===== config.mk =====
export PLATFORM = sky130hd
export DESIGN_NAME = bbk_top
export DESIGN_NICKNAME = d
export VERILOG_FILES = /design/src/rtl/bbk_pkg.sv /design/src/rtl/bbk_regs.sv /design/src/rtl/bbk_dmatch.sv /design/src/rtl/bbk_chan.sv /design/src/rtl/bbk_seq.sv /design/src/rtl/bbk_top.sv
export SDC_FILE = /design/constraint.sdc
export NUM_CORES = 1
export LEC_CHECK = 0
export BUFFER_PORTS_ARGS = -buffer_cell sky130_fd_sc_hd__buf_2
export CAP_MARGIN = 20
export CORE_MARGIN = 1.5
export CORE_UTILIZATION = 44
export DETAILED_ROUTE_END_ITERATION = 10
export PLACE_DENSITY = 0.68
export SYNTH_ARGS = -nofsm -noshare
export SYNTH_HDL_FRONTEND = slang
export SYNTH_SLANG_ARGS = --single-unit

===== constraint.sdc =====
create_clock -name clk -period 3.7 [get_ports clk]
set_input_delay 0.555 -clock clk [delete_from_list [all_inputs] [get_ports clk]]
set_output_delay 0.555 -clock clk [all_outputs]
set_load 0.05 [all_outputs]

===== src/rtl/bbk_pkg.sv =====
package bbk_pkg;
  localparam int SEL_W = 3;

  localparam logic [SEL_W-1:0] SEL_ADDR_A = 3'd0;
  localparam logic [SEL_W-1:0] SEL_COND_A = 3'd1;
  localparam logic [SEL_W-1:0] SEL_ADDR_B = 3'd2;
  localparam logic [SEL_W-1:0] SEL_COND_B = 3'd3;
  localparam logic [SEL_W-1:0] SEL_DATA_B = 3'd4;
  localparam logic [SEL_W-1:0] SEL_MASK_B = 3'd5;
  localparam logic [SEL_W-1:0] SEL_CTRL   = 3'd6;

  // control bit positions
  localparam int CB_FLAG_A = 15;
  localparam int CB_FLAG_B = 14;
  localparam int CB_TIME_A = 10;
  localparam int CB_DEN_B  = 7;
  localparam int CB_TIME_B = 6;
  localparam int CB_SEQ    = 3;
  localparam int CB_DBG    = 0;

  // size codes of a condition register
  localparam logic [1:0] SZC_ANY  = 2'd0;
  localparam logic [1:0] SZC_BYTE = 2'd1;
  localparam logic [1:0] SZC_WORD = 2'd2;
  localparam logic [1:0] SZC_LONG = 2'd3;

  typedef struct packed {
    logic [1:0] size;
    logic       en_wr;
    logic       en_rd;
    logic       en_fetch;
  } cond_t;

  typedef struct packed {
    logic flag_a;
    logic flag_b;
    logic time_a;
    logic den_b;
    logic time_b;
    logic seq;
    logic dbg;
  } ctrl_t;
endpackage


===== src/rtl/bbk_regs.sv =====
module bbk_regs
  import bbk_pkg::*;
#(
  parameter int ADDR_W = 32,
  parameter int DATA_W = 32
) (
  input  logic              clk,
  input  logic              rst,
  input  logic              we,
  input  logic [SEL_W-1:0]  sel,
  input  logic [DATA_W-1:0] wdata,
  input  logic              set_a,
  input  logic              set_b,
  output logic [ADDR_W-1:0] addr_a,
  output logic [ADDR_W-1:0] addr_b,
  output cond_t             cond_a,
  output cond_t             cond_b,
  output logic [DATA_W-1:0] data_b,
  output logic [DATA_W-1:0] mask_b,
  output ctrl_t             ctrl,
  output logic [DATA_W-1:0] rdata
);
  localparam int CW = $bits(cond_t);

  logic              we_ctrl;
  logic [DATA_W-1:0] rd_n;

  assign we_ctrl = we && (sel == SEL_CTRL);

  always_ff @(posedge clk) begin
    if (rst) begin
      addr_a <= '0;
      addr_b <= '0;
      cond_a <= '0;
      cond_b <= '0;
      data_b <= '0;
      mask_b <= '0;
      ctrl   <= '0;
    end else begin
      if (we) begin
        case (sel)
          SEL_ADDR_A: addr_a <= wdata[ADDR_W-1:0];
          SEL_COND_A: cond_a <= wdata[CW-1:0];
          SEL_ADDR_B: addr_b <= wdata[ADDR_W-1:0];
          SEL_COND_B: cond_b <= wdata[CW-1:0];
          SEL_DATA_B: data_b <= wdata;
          SEL_MASK_B: mask_b <= wdata;
          SEL_CTRL: begin
            ctrl.time_a <= wdata[CB_TIME_A];
            ctrl.den_b  <= wdata[CB_DEN_B];
            ctrl.time_b <= wdata[CB_TIME_B];
            ctrl.seq    <= wdata[CB_SEQ];
            ctrl.dbg    <= wdata[CB_DBG];
          end
          default: ;
        endcase
      end
      // write 0 clears, hardware set has priority
      ctrl.flag_a <= (ctrl.flag_a && !(we_ctrl && !wdata[CB_FLAG_A])) || set_a;
      ctrl.flag_b <= (ctrl.flag_b && !(we_ctrl && !wdata[CB_FLAG_B])) || set_b;
    end
  end

  always_comb begin
    rd_n = '0;
    case (sel)
      SEL_ADDR_A: rd_n[ADDR_W-1:0] = addr_a;
      SEL_COND_A: rd_n[CW-1:0]     = cond_a;
      SEL_ADDR_B: rd_n[ADDR_W-1:0] = addr_b;
      SEL_COND_B: rd_n[CW-1:0]     = cond_b;
      SEL_DATA_B: rd_n             = data_b;
      SEL_MASK_B: rd_n             = mask_b;
      SEL_CTRL: begin
        rd_n[CB_FLAG_A] = ctrl.flag_a;
        rd_n[CB_FLAG_B] = ctrl.flag_b;
        rd_n[CB_TIME_A] = ctrl.time_a;
        rd_n[CB_DEN_B]  = ctrl.den_b;
        rd_n[CB_TIME_B] = ctrl.time_b;
        rd_n[CB_SEQ]    = ctrl.seq;
        rd_n[CB_DBG]    = ctrl.dbg;
      end
      default: ;
    endcase
  end

  always_ff @(posedge clk) begin
    if (rst) rdata <= '0;
    else     rdata <= rd_n;
  end
endmodule


===== src/rtl/bbk_dmatch.sv =====
module bbk_dmatch
  import bbk_pkg::*;
#(
  parameter int DATA_W = 32
) (
  input  logic              enable,
  input  logic [1:0]        size_code,
  input  logic [DATA_W-1:0] bus_data,
  input  logic [DATA_W-1:0] value,
  input  logic [DATA_W-1:0] mask,
  output logic              ok
);
  localparam int LANE = 8;

  logic [DATA_W-1:0] diff;
  logic              lane0_ok, lane1_ok, half_ok, full_ok;

  assign diff     = (bus_data ^ value) & ~mask;
  assign lane0_ok = (diff[LANE-1:0] == '0);
  assign lane1_ok = (diff[2*LANE-1:LANE] == '0);
  assign half_ok  = lane0_ok && lane1_ok;
  assign full_ok  = (diff == '0);

  always_comb begin
    if (!enable) ok = 1'b1;
    else begin
      case (size_code)
        SZC_BYTE: ok = lane0_ok || lane1_ok;
        SZC_WORD: ok = half_ok;
        SZC_LONG: ok = full_ok;
        default:  ok = 1'b0;   // no operand size: data term invalid
      endcase
    end
  end
endmodule


===== src/rtl/bbk_chan.sv =====
module bbk_chan
  import bbk_pkg::*;
#(
  parameter int ADDR_W = 32
) (
  input  logic              valid,
  input  logic              fetch,
  input  logic              wr,
  input  logic [1:0]        size,
  input  logic [ADDR_W-1:0] addr,
  input  logic [ADDR_W-1:0] ref_addr,
  input  cond_t             cond,
  input  logic              data_ok,
  output logic              hit
);
  logic kind_ok, size_ok;

  always_comb begin
    if (fetch)   kind_ok = cond.en_fetch;
    else if (wr) kind_ok = cond.en_wr;
    else         kind_ok = cond.en_rd;
  end

  assign size_ok = (cond.size == SZC_ANY) || (cond.size == (size + 2'd1));
  assign hit     = valid && (addr == ref_addr) && kind_ok && size_ok && data_ok;
endmodule


===== src/rtl/bbk_seq.sv =====
module bbk_seq (
  input  logic clk,
  input  logic rst,
  input  logic hit_a,
  input  logic hit_b,
  input  logic fetch,
  input  logic seq_on,
  input  logic time_a,
  input  logic time_b,
  output logic armed,
  output logic brk_req,
  output logic brk_after
);
  logic fire, after_n, tim_a, tim_b;

  assign tim_a = fetch ? time_a : 1'b1;
  assign tim_b = fetch ? time_b : 1'b1;

  always_comb begin
    if (seq_on) begin
      fire    = hit_b && armed;
      after_n = tim_b;
    end else begin
      fire    = hit_a || hit_b;
      after_n = hit_a ? tim_a : tim_b;
    end
  end

  always_ff @(posedge clk) begin
    if (rst) begin
      armed     <= 1'b0;
      brk_req   <= 1'b0;
      brk_after <= 1'b0;
    end else begin
      brk_req   <= fire;
      brk_after <= fire && after_n;
      if (!seq_on)    armed <= 1'b0;
      else if (fire)  armed <= hit_a;
      else if (hit_a) armed <= 1'b1;
    end
  end
endmodule


===== src/rtl/bbk_top.sv =====
module bbk_top
  import bbk_pkg::*;
#(
  parameter int ADDR_W = 32,
  parameter int DATA_W = 32
) (
  input  logic              clk,
  input  logic              rst,
  input  logic              reg_we,
  input  logic [2:0]        reg_sel,
  input  logic [DATA_W-1:0] reg_wdata,
  output logic [DATA_W-1:0] reg_rdata,
  input  logic              bus_valid,
  input  logic              bus_fetch,
  input  logic              bus_wr,
  input  logic [1:0]        bus_size,
  input  logic [ADDR_W-1:0] bus_addr,
  input  logic [DATA_W-1:0] bus_data,
  output logic              brk_req,
  output logic              brk_after
);
  logic [ADDR_W-1:0] addr_a, addr_b;
  cond_t             cond_a, cond_b;
  logic [DATA_W-1:0] data_b, mask_b;
  ctrl_t             ctrl;
  logic              hit_a, hit_b, data_ok_b, armed;
  logic              seq_on, flag_a, flag_b;

  assign seq_on = ctrl.seq;
  assign flag_a = ctrl.flag_a;
  assign flag_b = ctrl.flag_b;

  bbk_regs #(.ADDR_W(ADDR_W), .DATA_W(DATA_W)) u_regs (
    .clk(clk), .rst(rst), .we(reg_we), .sel(reg_sel), .wdata(reg_wdata),
    .set_a(hit_a), .set_b(hit_b),
    .addr_a(addr_a), .addr_b(addr_b), .cond_a(cond_a), .cond_b(cond_b),
    .data_b(data_b), .mask_b(mask_b), .ctrl(ctrl), .rdata(reg_rdata)
  );

  bbk_dmatch #(.DATA_W(DATA_W)) u_dmatch_b (
    .enable(ctrl.den_b), .size_code(cond_b.size), .bus_data(bus_data),
    .value(data_b), .mask(mask_b), .ok(data_ok_b)
  );

  bbk_chan #(.ADDR_W(ADDR_W)) u_chan_a (
    .valid(bus_valid), .fetch(bus_fetch), .wr(bus_wr), .size(bus_size),
    .addr(bus_addr), .ref_addr(addr_a), .cond(cond_a), .data_ok(1'b1),
    .hit(hit_a)
  );

  bbk_chan #(.ADDR_W(ADDR_W)) u_chan_b (
    .valid(bus_valid), .fetch(bus_fetch), .wr(bus_wr), .size(bus_size),
    .addr(bus_addr), .ref_addr(addr_b), .cond(cond_b), .data_ok(data_ok_b),
    .hit(hit_b)
  );

  bbk_seq u_seq (
    .clk(clk), .rst(rst), .hit_a(hit_a), .hit_b(hit_b), .fetch(bus_fetch),
    .seq_on(seq_on), .time_a(ctrl.time_a), .time_b(ctrl.time_b),
    .armed(armed), .brk_req(brk_req), .brk_after(brk_after)
  );
endmodule


### Yosys cells after proc, flatten, opt, wreduce, memory -nomap -nowiden

Index checks and enable logic that the tools add are counted.

* bits in registers: 180
* logic and storage cells: 105

* $add $sub $neg: 1
* bitwise gates (word level): 4
* equal/unequal tests: 13
* reductions and logical operators: 40
* multiplexer cells: 24

Operators with widths (count)
* equality test 32 bit: 2
* one-hot mux 16 bit (4 select lines): 1
* AND 32 bit: 1
* logical NOT 32 bit: 1
* inverter 32 bit: 1
* bitwise XOR 32 bit: 1
* one-hot mux 2 bit (5 select lines): 2
* logical NOT 8 bit: 2
* logical AND 1 bit: 15
* one-hot mux 1 bit (7 select lines): 2
* AND reduction 2 bit: 7
* two-way mux 1 bit: 12
* one-hot mux 2 bit (6 select lines): 1
* one-hot mux 3 bit (4 select lines): 1
* equality test 3 bit, second input constant: 3
* one-hot mux 2 bit (4 select lines): 1
* equality test 3 x 2 -> 1 bit, second input constant: 2
* logical OR 1 bit: 6
* one-hot mux 1 bit (6 select lines): 1
* one-hot mux 1 bit (5 select lines): 1
* equality test 2 bit: 2
* equality test 2 bit, second input constant: 2
* logical NOT 1 bit: 4
* logical NOT 2 bit: 2
* other kinds (9): 9

### Logic depth before layout (Yosys ltp)

Gate-level depths: netlist of run 1.

* depth in word-level cells: 10
* gate-level depth with buffers: 8
* depth with buffers taken out: 7

### Modules after synthesis

A second synthesis of run 1 with hierarchy kept.

* cells, all modules: 1005
* area, all modules: 8431.8 µm²

Modules (own cells, without submodules)
* bbk_regs: cells an instance 829, area each 7018.0 µm², instances 1, sequential area each 3543.4 µm²
* bbk_chan: cells an instance 53, area each 416.6 µm², instances 2, sequential area each 0.0 µm²
* bbk_dmatch: cells an instance 57, area each 449.2 µm², instances 1, sequential area each 0.0 µm²
* bbk_seq: cells an instance 12, area each 127.6 µm², instances 1, sequential area each 60.1 µm²
* bbk_top: cells an instance 1, area each 3.8 µm², instances 1, sequential area each 0.0 µm²

### Least setup slack after synthesis of run 1

Ideal clock, no wire load.

* kind: input port to flip-flop
* from: input port bus_wr
* to: register u_seq.brk_after
* data arrival time: 2331 ps
* path slack: 1274 ps
* cell stages on the path: 7
* buffers on the path: 0
* cells stage by stage: mux2_1 mux2i_1 or4_1 or4_1 or2_4 mux2i_1 a221oi_1

* longest elaborated chain between the ends: 8

Ends and longest elaborated chain
* from (decl): line bbk_top.sv:15 `input logic bus_wr,`
* two-way mux 1 bit: line bbk_chan.sv:20 `else if (wr) kind_ok = cond.en_wr;`
* two-way mux 1 bit: line bbk_chan.sv:19 `if (fetch) kind_ok = cond.en_fetch;`
* logical AND 1 bit (3 in a row): line bbk_chan.sv:25 `assign hit = valid && (addr == ref_addr) && kind_ok && size_ok && data_ok;`
* logical OR 1 bit / logical AND 1 bit (equally long branches): line bbk_seq.sv:24, bbk_seq.sv:21
* two-way mux 1 bit: line bbk_seq.sv:20 `if (seq_on) begin`
* logical AND 1 bit *: line bbk_seq.sv:36 `brk_after <= fire && after_n;`
* to (signal assigned): line bbk_seq.sv:36
* to (decl): line bbk_seq.sv:12 `output logic brk_after`

Mark *: on every way between the ends. The rest lies on a longest branch, timed or not.
A chain may end at the register's enable or synchronous reset.

### Final worst setup path of run 1

* from: input port reg_sel[1]
* to: register u_regs.data_b[5]

* longest elaborated chain between the ends: 2

Ends and longest elaborated chain
* from (decl): line bbk_top.sv:10 `input logic [2:0] reg_sel,`
* equality test 3 bit: line bbk_regs.sv:41 `case (sel)`
* AND reduction 2 bit (no source line)
* to (signal assigned): line bbk_regs.sv:46 `SEL_DATA_B: data_b <= wdata;`
* to (decl): line bbk_regs.sv:18 `output logic [DATA_W-1:0] data_b,`

No other way between the ends.

==> results.md, run 1 <==
GRT:
- The via count of the first global-routing pass came to approximately 7400.
- The largest net degree at the start of global routing is 75.
- For this run the aggregate overflow at the end of global routing stands at 0.
- The aggregate global-route resource usage is 27.75%.
- The first global-routing pass estimated between 40 and 50 mm of wire.
- The number of antenna violations at the first check in global routing is 1.

Floorplanning:
- The count of boundary I/O pins is about 140.
- The die covers 19880 sq um.
- The number of rows in the core area is 50.
- The area of the core region is ~19000 sq um.
- The vertical die dimension is ~140 um.
- The horizontal die dimension is approximately 140 um.
- The effective utilization at floorplan is between 40 and 50%.

Timing:
- The setup TNS is 0 ps.
- Measured against its own limit, the worst slew margin works out to a little under a fifth.
- The routed design could run at a clock period as short as roughly 2500 ps.
- The final number of hold-violating endpoints is 0.
- The transition time at the pin with the least slew margin is approximately 1200 ps.
- The final critical-path share of the clock period is 67.60%.
- Setup violations remaining at the end of the flow were counted as 0.
- The max-slew violation count is 0.
- Setup repair after global routing left no endpoint under its margin.
- The highest clock frequency the design can meet is roughly 0.4 GHz.
- The post-route clock skew is around 10 ps.

Setup path:
- The most critical setup path has its endpoint at u_regs.data_b[5]$_SDFFE_PP0P_.
- The category of the most critical setup path is in -> reg.
- The maximum fanout count along the critical path is 23.
- The worst flop-to-flop path endpoint is u_seq.brk_after$_SDFF_PP0_.
- The data arrival at the endpoint of the critical path is between 2000 and 3000 ps.
- The setup slack on the worst flop-to-flop path is between 1000 and 1500 ps.
- In this run the worst setup path begins at reg_sel[1].
- STA classifies the critical path endpoint as a register.
- The required arrival time at the worst endpoint is approximately 4100 ps.
- The kind of start point of the critical path is a primary input.
- Counting cells, the worst reg-to-reg path comes to 7.
- The launch instance of the worst register-to-register path is u_regs.data_b[4]$_SDFFE_PP0P_.

Cells and area:
- The filler cells instantiated in the layout total between 1500 and 2000.
- The share of post-route cells with drive strength above 1 is between 10% and 20%.
- The cell area after layout is slightly below 10000 sq um.
- The total area of multi-input combinational cells is approximately 4500 sq um.
- The sequential cells in the finished layout cover a total of 3603 sq um.
- At the end of the flow, the number of nets in the layout was roughly 1300.
- Relative to the synthesized area, the layout overhead comes to 17.38%.

Drt:
- The total vias in the final route is between 7000 and 8000.
- After detailed routing, the number of vias per cell comes to ~5.6.
- The DRC violations left is 0.
- The sum of met2 wire segment lengths after detailed routing is roughly 13 mm.
- After detailed routing, the average wire length per cell comes to 19.42 um.
- After detailed routing, the total wire length is 27.42 mm.
- For this block, the initial DRC count from the detailed router was 722.
- The length of the first detailed-routing pass in iterations is 5.
- Detailed routing placed a total of around 2 mm of wire on met3.
- After detailed routing, the wire length on met1 is between 10 and 15 mm.
- The final antenna-violating net count is 0.
- The highest metal layer used by the detailed router is met4.

Yosys:
- Dividing the synthesized area by the synthesized cell count gives ~8 sq um.
- In this run the biggest area consumer among cell types represents 43.01% of the synthesized area.
- The top flip-flop cell by instance count after synthesis is sky130_fd_sc_hd__dfxtp_1.
- By count the netlist is led by 273 x sky130_fd_sc_hd__nand2_1, 180 x sky130_fd_sc_hd__dfxtp_1, 154 x sky130_fd_sc_hd__a21oi_1, 84 x sky130_fd_sc_hd__nor2_1, 62 x sky130_fd_sc_hd__clkbuf_1.
- Summing the sequential cell areas from Yosys gives around 43% of the chip area.
- The fraction of synthesis flops using an asynchronous set or reset pin is 0%.
- The post-synthesis instance area is 8378 sq um.
- The Yosys step of the flow raised 0 warnings.
- Yosys mapped the design onto between 40 and 50 distinct sky130hd cell types.
- Counting every instance in the synthesized netlist gives about 1100.
- In the post-synthesis netlist, the biggest area contributors are sky130_fd_sc_hd__dfxtp_1 43%, sky130_fd_sc_hd__nand2_1 12%, sky130_fd_sc_hd__a21oi_1 9.2%.
- The most common cell in the netlist is sky130_fd_sc_hd__nand2_1.
- Summed over all instances, the cell type with the most area after synthesis is sky130_fd_sc_hd__dfxtp_1.
- The synthesized flop and latch total is 180.
- The number of enable flip-flop cells after synthesis is 0.
- Synthesis produced a netlist with a net count of ~1200.

Placed design:
- After detailed placement, the total cell area comes to 9283 sq um.
- Buffers placed on the I/O ports in this run total between 100 and 150.
- After legalization and detailed placement, the total HPWL measured between 15 and 20 mm.
- The global placer's final weighted congestion is a little under 0.9.

Clock tree:
- The CTS tree is built.
- The H-tree generated during clock tree synthesis spans 4 levels.
- The clock transition time at the flip-flop clock pins of the worst setup and hold paths is roughly 70 ps.
- Buffers added to address setup during post-CTS repair amount to 0.
- The clock root buffer master is sky130_fd_sc_hd__clkbuf_16.
- The number of buffers inserted during clock tree synthesis is 17.
- The clock sink total is 180.
- The clock passes through at most 2 buffers.
- In this run, post-CTS hold repair placed 0 buffers.
- The clock reaches the later pin of the worst-skew pair after ~440 ps.
- In this run, post-CTS repair resized a total of 0 instances.

Run:
- The tool flagged a number of max-cap violations equal to 0.

Power and ir drop:
- The power density normalized to cell area is 423.8 nW/um^2.
- VDD sags by at most about 0.00032 V.
- For this design the static power due to leakage is approximately 0.0037 uW.

Outcome:
- The flow ran to the end, and the final reports show no timing, DRC or antenna violations.

Worst hold path:
- The worst hold-check path type is in -> reg.
cells in the final DEF (no fill, tap or decap), types with 18 or more instances in the layout:
cell type / count
sky130_fd_sc_hd__buf_2: 139
sky130_fd_sc_hd__buf_4: 18
sky130_fd_sc_hd__mux2i_1: 50
sky130_fd_sc_hd__nor2_1: 84
sky130_fd_sc_hd__o22ai_1: 18
sky130_fd_sc_hd__nor4_1: 20
sky130_fd_sc_hd__a221oi_1: 24
sky130_fd_sc_hd__xor2_1: 38
sky130_fd_sc_hd__xnor2_1: 58
sky130_fd_sc_hd__a21oi_1: 154
sky130_fd_sc_hd__nand2_1: 273
sky130_fd_sc_hd__dfxtp_1: 180
layer usage:
metal,vias up,global-route usage [%]
met5,-,0
met4,0,8.936
met3,36,4.857
met2,335,43.06
met1,3780,39.21
li1,3806,-
worst min-delay path by stage:
stage                     depth (start not counted)                     start                        endpoint
after detailed placement                          2  u_seq.armed$_SDFFE_PP0P_        u_seq.armed$_SDFFE_PP0P_
after CTS                                         3             reg_wdata[16]  u_regs.addr_a[16]$_SDFFE_PP0P_
after global placement                            2  u_seq.armed$_SDFFE_PP0P_        u_seq.armed$_SDFFE_PP0P_
final                                             3             reg_wdata[16]  u_regs.data_b[16]$_SDFFE_PP0P_
after global routing                              3             reg_wdata[16]  u_regs.data_b[16]$_SDFFE_PP0P_
after floorplan                                   2  u_seq.armed$_SDFFE_PP0P_        u_seq.armed$_SDFFE_PP0P_
worst max-delay path, cell delays in order:
cell,delay [ps]
sky130_fd_sc_hd__buf_2,240
sky130_fd_sc_hd__nand2b_1,220
sky130_fd_sc_hd__nor2_1,310
sky130_fd_sc_hd__and2_1,1010
sky130_fd_sc_hd__buf_4,340
sky130_fd_sc_hd__nand2_1,70
sky130_fd_sc_hd__a21oi_1,120
where the power goes:
group,switching [uW],internal (uW)
Combinational,287,157
Clock,844,875
Sequential,33.1,1970
Total,1160,3000
stage by stage:
step	hold WS [ps]	cells	setup slack [ps]	total power, uW	util [%]
after detailed placement	454.1	1379	942.1	2484	49.63
after CTS	377.7	1411	1278	4175	52.56
final	384.3	1412	1199	4168	52.58
after floorplan	431.8	1052	1274	2283	-
after global routing	388.0	1412	1095	4293	52.58
after global placement	445.2	1379	1023	2484	49.63
final cells by class:
cell class                      count  area share [%]
Clock buffer                       17           4.326
Clock inverter                     15           1.260
Antenna cell                        1         0.02545
Multi-Input combinational cell    802           45.93
Inverter                            5          0.1908
Sequential cell                   180           36.64
Tap cell                          234           2.977
Timing Repair Buffer              158           8.651
state kept, by name (all words and copies together) (netlist names):
register,flops
u_regs.rdata,32
u_regs.addr_a,32
u_regs.ctrl,7
u_regs.cond_a,5
u_regs.cond_b,5
u_regs.addr_b,32
u_regs.mask_b,32
u_regs.data_b,32
u_seq.brk_req,1
u_seq.brk_after,1
u_seq.armed,1
cell families after synthesis:
group                     share of synthesized area (%)
xor gates and xnor gates                          10.04
buffers and inverters                             3.136
muxes                                             6.915
DFF                                               43.01
AOI/OAI and AO/OA                                 15.23
and+or+nand+nor                                   21.67
(Power assumes the default switching activity.)
==> inputs of run 2 (changes only) <==
--- a/config.mk
+++ b/config.mk
@@ -10,7 +10,7 @@
 export CORE_MARGIN = 1.5
 export CORE_UTILIZATION = 44
 export DETAILED_ROUTE_END_ITERATION = 10
-export PLACE_DENSITY = 0.68
+export PLACE_DENSITY = 0.7
 export SYNTH_ARGS = -nofsm -noshare
 export SYNTH_HDL_FRONTEND = slang
 export SYNTH_SLANG_ARGS = --single-unit
==> constraint.sdc (replaced) <==
create_clock -name clk -period 2.2 [get_ports clk]
set_input_delay 0.33 -clock clk [delete_from_list [all_inputs] [get_ports clk]]
set_output_delay 0.33 -clock clk [all_outputs]
set_load 0.05 [all_outputs]
==> run 2 against run 1 <==
Effect of this change:
- the run now ends with negative setup slack left
- total power increased by 70%
- critical path type is now reg -> reg
- combinational power increased by 96%
- sequential cell count unchanged
- wire length increased by 3.4%
- utilization increased by 3.8 points
- count of clock-buffer cells in the layout increased by 1
- critical path depth increased by 1
- final cell count increased by 5.4%
==> results.md, run 2 (synthesis gave the netlist of run 1 again) <==
Placed design:
- The count of input and output buffers came to 140 (unchanged).
- The cell area after placement is 9921 sq um (+6.9%).
- The worst setup slack after placement is -252.1 ps (-1194 ps).
- The estimated wirelength of the detail-placed design is 20.64 mm (+4.3%).
- The global placer's final weighted congestion was 0.9671 (+9.6%).

Cells and area:
- The fill cell instance count of the final layout is 1724 (-4.0%).
- The final design utilization is 56.40% (+3.8 points).
- The number of nets in the final layout was 1347 (+6.0%).
- The share of post-route cells with drive strength above 1 came to 23.22% (+6.2 points).
- The cell area after layout was 10550 sq um (+7.3%).
- Leaving out fill and tap cells, the most frequent cells in the layout are 273 x sky130_fd_sc_hd__nand2_1, 175 x sky130_fd_sc_hd__dfxtp_1, 154 x sky130_fd_sc_hd__a21oi_1.
- From synthesis to final layout, the design area changed by 25.93%.
- The most frequent standard cell in the layout excluding fill and tap cells is sky130_fd_sc_hd__nand2_1.

Clock tree:
- The buffer levels on the longest clock path is 2 (unchanged).
- The clock latency of the later-clocked register in the worst-skew pair is 440 ps (about the same).
- The number of H-tree levels is 4 (unchanged).
- The clock transition time at the flip-flop clock pins of the worst setup and hold paths came to 70 ps (about the same).
- The clock sink total is 180 (unchanged).
- The number of buffers inserted for hold repair after clock tree synthesis was 0 (unchanged).
- The number of buffers inserted during clock tree synthesis is 17 (unchanged).
- The clock root buffer master is sky130_fd_sc_hd__clkbuf_16.
- TritonCTS built the clock tree.

Setup path:
- The kind of start point of the critical path is a register.
- The worst setup path is captured at a register.
- The slowest cell on the critical path is sky130_fd_sc_hd__or4_4.
- The data arrival at the endpoint of the critical path is 2680 ps (-180 ps).
- The required arrival time at the worst endpoint came to 2550 ps (-1510 ps).
- The critical path is of the reg -> reg type.
- The number of buffers and inverters on the critical path is 1 (-1).
- Traced cell by cell, the critical path runs through xor2_1 > nor4_1 > buf_4 > o211ai_1 > or4_4 > or2_4 > mux2i_1 > a221oi_1.
- Among cell families on the critical path, the largest total delay comes from simple AND/OR/NAND/NOR gates.
- The delay of the slowest critical-path stage is 530 ps (-480 ps).
- The maximum fanout count along the critical path is 3 (-87%).

Power and ir drop:
- The part of the total power dissipated in the clock network came to 40.0% (-1.2 points).
- The internal cell power is 5127 uW (+71%).
- The highest ir drop seen on vdd is 0.0005586 V (+76%).
- The reported leakage power came to 0.004164 uW (+12%).
- The portion of total power attributed to sequential cells was 47.7% (-0.4 points).
- The combinational share of power came to 12.3% (+1.7 points).
- The net load switching power is 1944 uW (+67%).
- The power density normalized to cell area is 670.2 nW/um^2 (+58%).
- The proportion of total power due to net switching is 27.49% (-0.43 points).

Outcome:
- The final reports fail on negative setup slack.
- The run finished, with violations left.

GRT:
- The largest net degree at the start of global routing is 104 (+39%).
- The number of antenna violations at the first check in global routing is 1 (unchanged).
- The via count of the first global-routing pass is 7770 (+4.6%).
- The aggregate global-route resource usage is 28.78% (+1.0 points).
- The final global-route overflow total is 0 (unchanged).
- The first-pass GRT wire length is 43.35 mm (+3.2%).

Timing:
- The final number of hold-violating endpoints was 0 (unchanged).
- Counting I/O delays and the setup requirement, the final critical path takes between 2000 and 2500 ps.
- The tightest slew margin relative to the limit was 64.66% (+46 points).
- The max-slew violation count was 0 (unchanged).
- The transition time at the pin with the least slew margin is 530.1 ps (-696.1 ps).
- The highest clock frequency the design can meet is between 0.4 and 0.5 GHz.
- The count of endpoints failing setup in the final report is 1 (+1).
- Setup repair after global routing could not meet its margin everywhere.
- The minimum hold slack was 146.8 ps (-237.5 ps).
- The final worst slack is -137.4 ps (-1336 ps).
- The post-route clock skew is 8.883 ps (-1.444 ps).
- In the finished design, the share of the clock period the worst path needs comes to 106.2%.

Drt:
- The sum of routed wire length over all layers is 28.34 mm (+3.4%).
- The DRC violations left was 0 (unchanged).
- The final antenna-violating net count is 0 (unchanged).
- The length of the first detailed-routing pass in iterations is 5 (unchanged).
- The number of design-rule violations left by the first detailed-router iteration came to 902 (+25%).
- The vias per cell is 5.556 (-1.4%).
- The total vias in the final route is 8268 (+3.9%).
- The post-detailed-route wirelength per cell was 19.05 um (-1.9%).

Floorplanning:
- The die area is 19880 sq um (unchanged).
- The number of rows in the core area is 50 (unchanged).
- The count of boundary I/O pins is 141 (unchanged).
- The horizontal die dimension is 141.0 um (unchanged).
- The vertical die dimension is 141.0 um (unchanged).
- The area of the core region was 18710 sq um (unchanged).
- The effective utilization at floorplan is 44.79% (unchanged).

Run:
- The number of max-capacitance violations reported is 0 (unchanged).

Worst hold path:
- The tightest min-delay check is of the in -> reg type.
[run 2: cell type report]
| cell class | count | area (sq um) | share of cell area (%) |
|---|---|---|---|
| inverters | 5 | 18.77 | 0.1779 |
| clock inverters | 14 | 103.9 | 0.9844 |
| well taps | 234 | 292.8 | 2.775 |
| clock buffers | 18 | 429.2 | 4.068 |
| flip-flops and latches | 180 | 3610 | 34.21 |
| multi-input cells | 802 | 4597 | 43.57 |
| repair buffers | 234 | 1496 | 14.18 |
| diodes | 1 | 2.502 | 0.02372 |
[run 2: timing repair]
item,CTS,global route
endpoints found under the setup margin,1,3
cloned,0,0
buffers inserted,0,1
gates resized for setup,2,18
pin swaps,2,9
[run 2: metal layers]
layer  up-vias  routed length (um)  global-route usage (%)
met5         -                   0                       0
met4         0                 524                   8.553
met3        38                2426                   5.944
met2       374               12950                   45.22
met1      3905               12440                   39.94
li1       3951                   -                       -
[run 2: power groups by stage]
stage / logic (uW) / registers (uW) / clock network (uW)
2_1_floorplan: 389 / 3450 / 0
3_3_place_gp: 841 / 3440 / 0
3_5_place_dp: 844 / 3440 / 0
4_1_cts: 850 / 3370 / 2850
5_1_grt: 929 / 3380 / 3000
6_report: 872 / 3370 / 2830
[run 2: final timing paths]
path	start	endpoint	slack, ps	cells after the start
max	u_regs.addr_a[27]$_SDFFE_PP0P_	u_seq.brk_after$_SDFF_PP0_	-140	8
min	rst	u_regs.addr_a[4]$_SDFFE_PP0P_	150	2
max reg2reg	u_regs.addr_a[27]$_SDFFE_PP0P_	u_seq.brk_after$_SDFF_PP0_	-140	8
min reg2reg	u_seq.armed$_SDFFE_PP0P_	u_seq.armed$_SDFFE_PP0P_	470	2
[run 2: worst reg2reg max path, delay by kind of cell (launching register included)]
kind / cells / cell delay, ps
and+or+nand+nor: 3 / 1110
buffers and inverters: 1 / 180
AOI/OAI and AO/OA: 2 / 340
xor gates and xnor gates: 1 / 160
DFF: 1 / 330
muxes: 1 / 130
[run 2: metrics by stage]
step,TNS [ps],instances,total power (uW)
after global routing,-225.0,1488,7302
after floorplan,0,1052,3840
final,-137.4,1488,7070
after CTS,-90.66,1486,7067
after global placement,-250.0,1454,4282
after detailed placement,-350.7,1454,4288
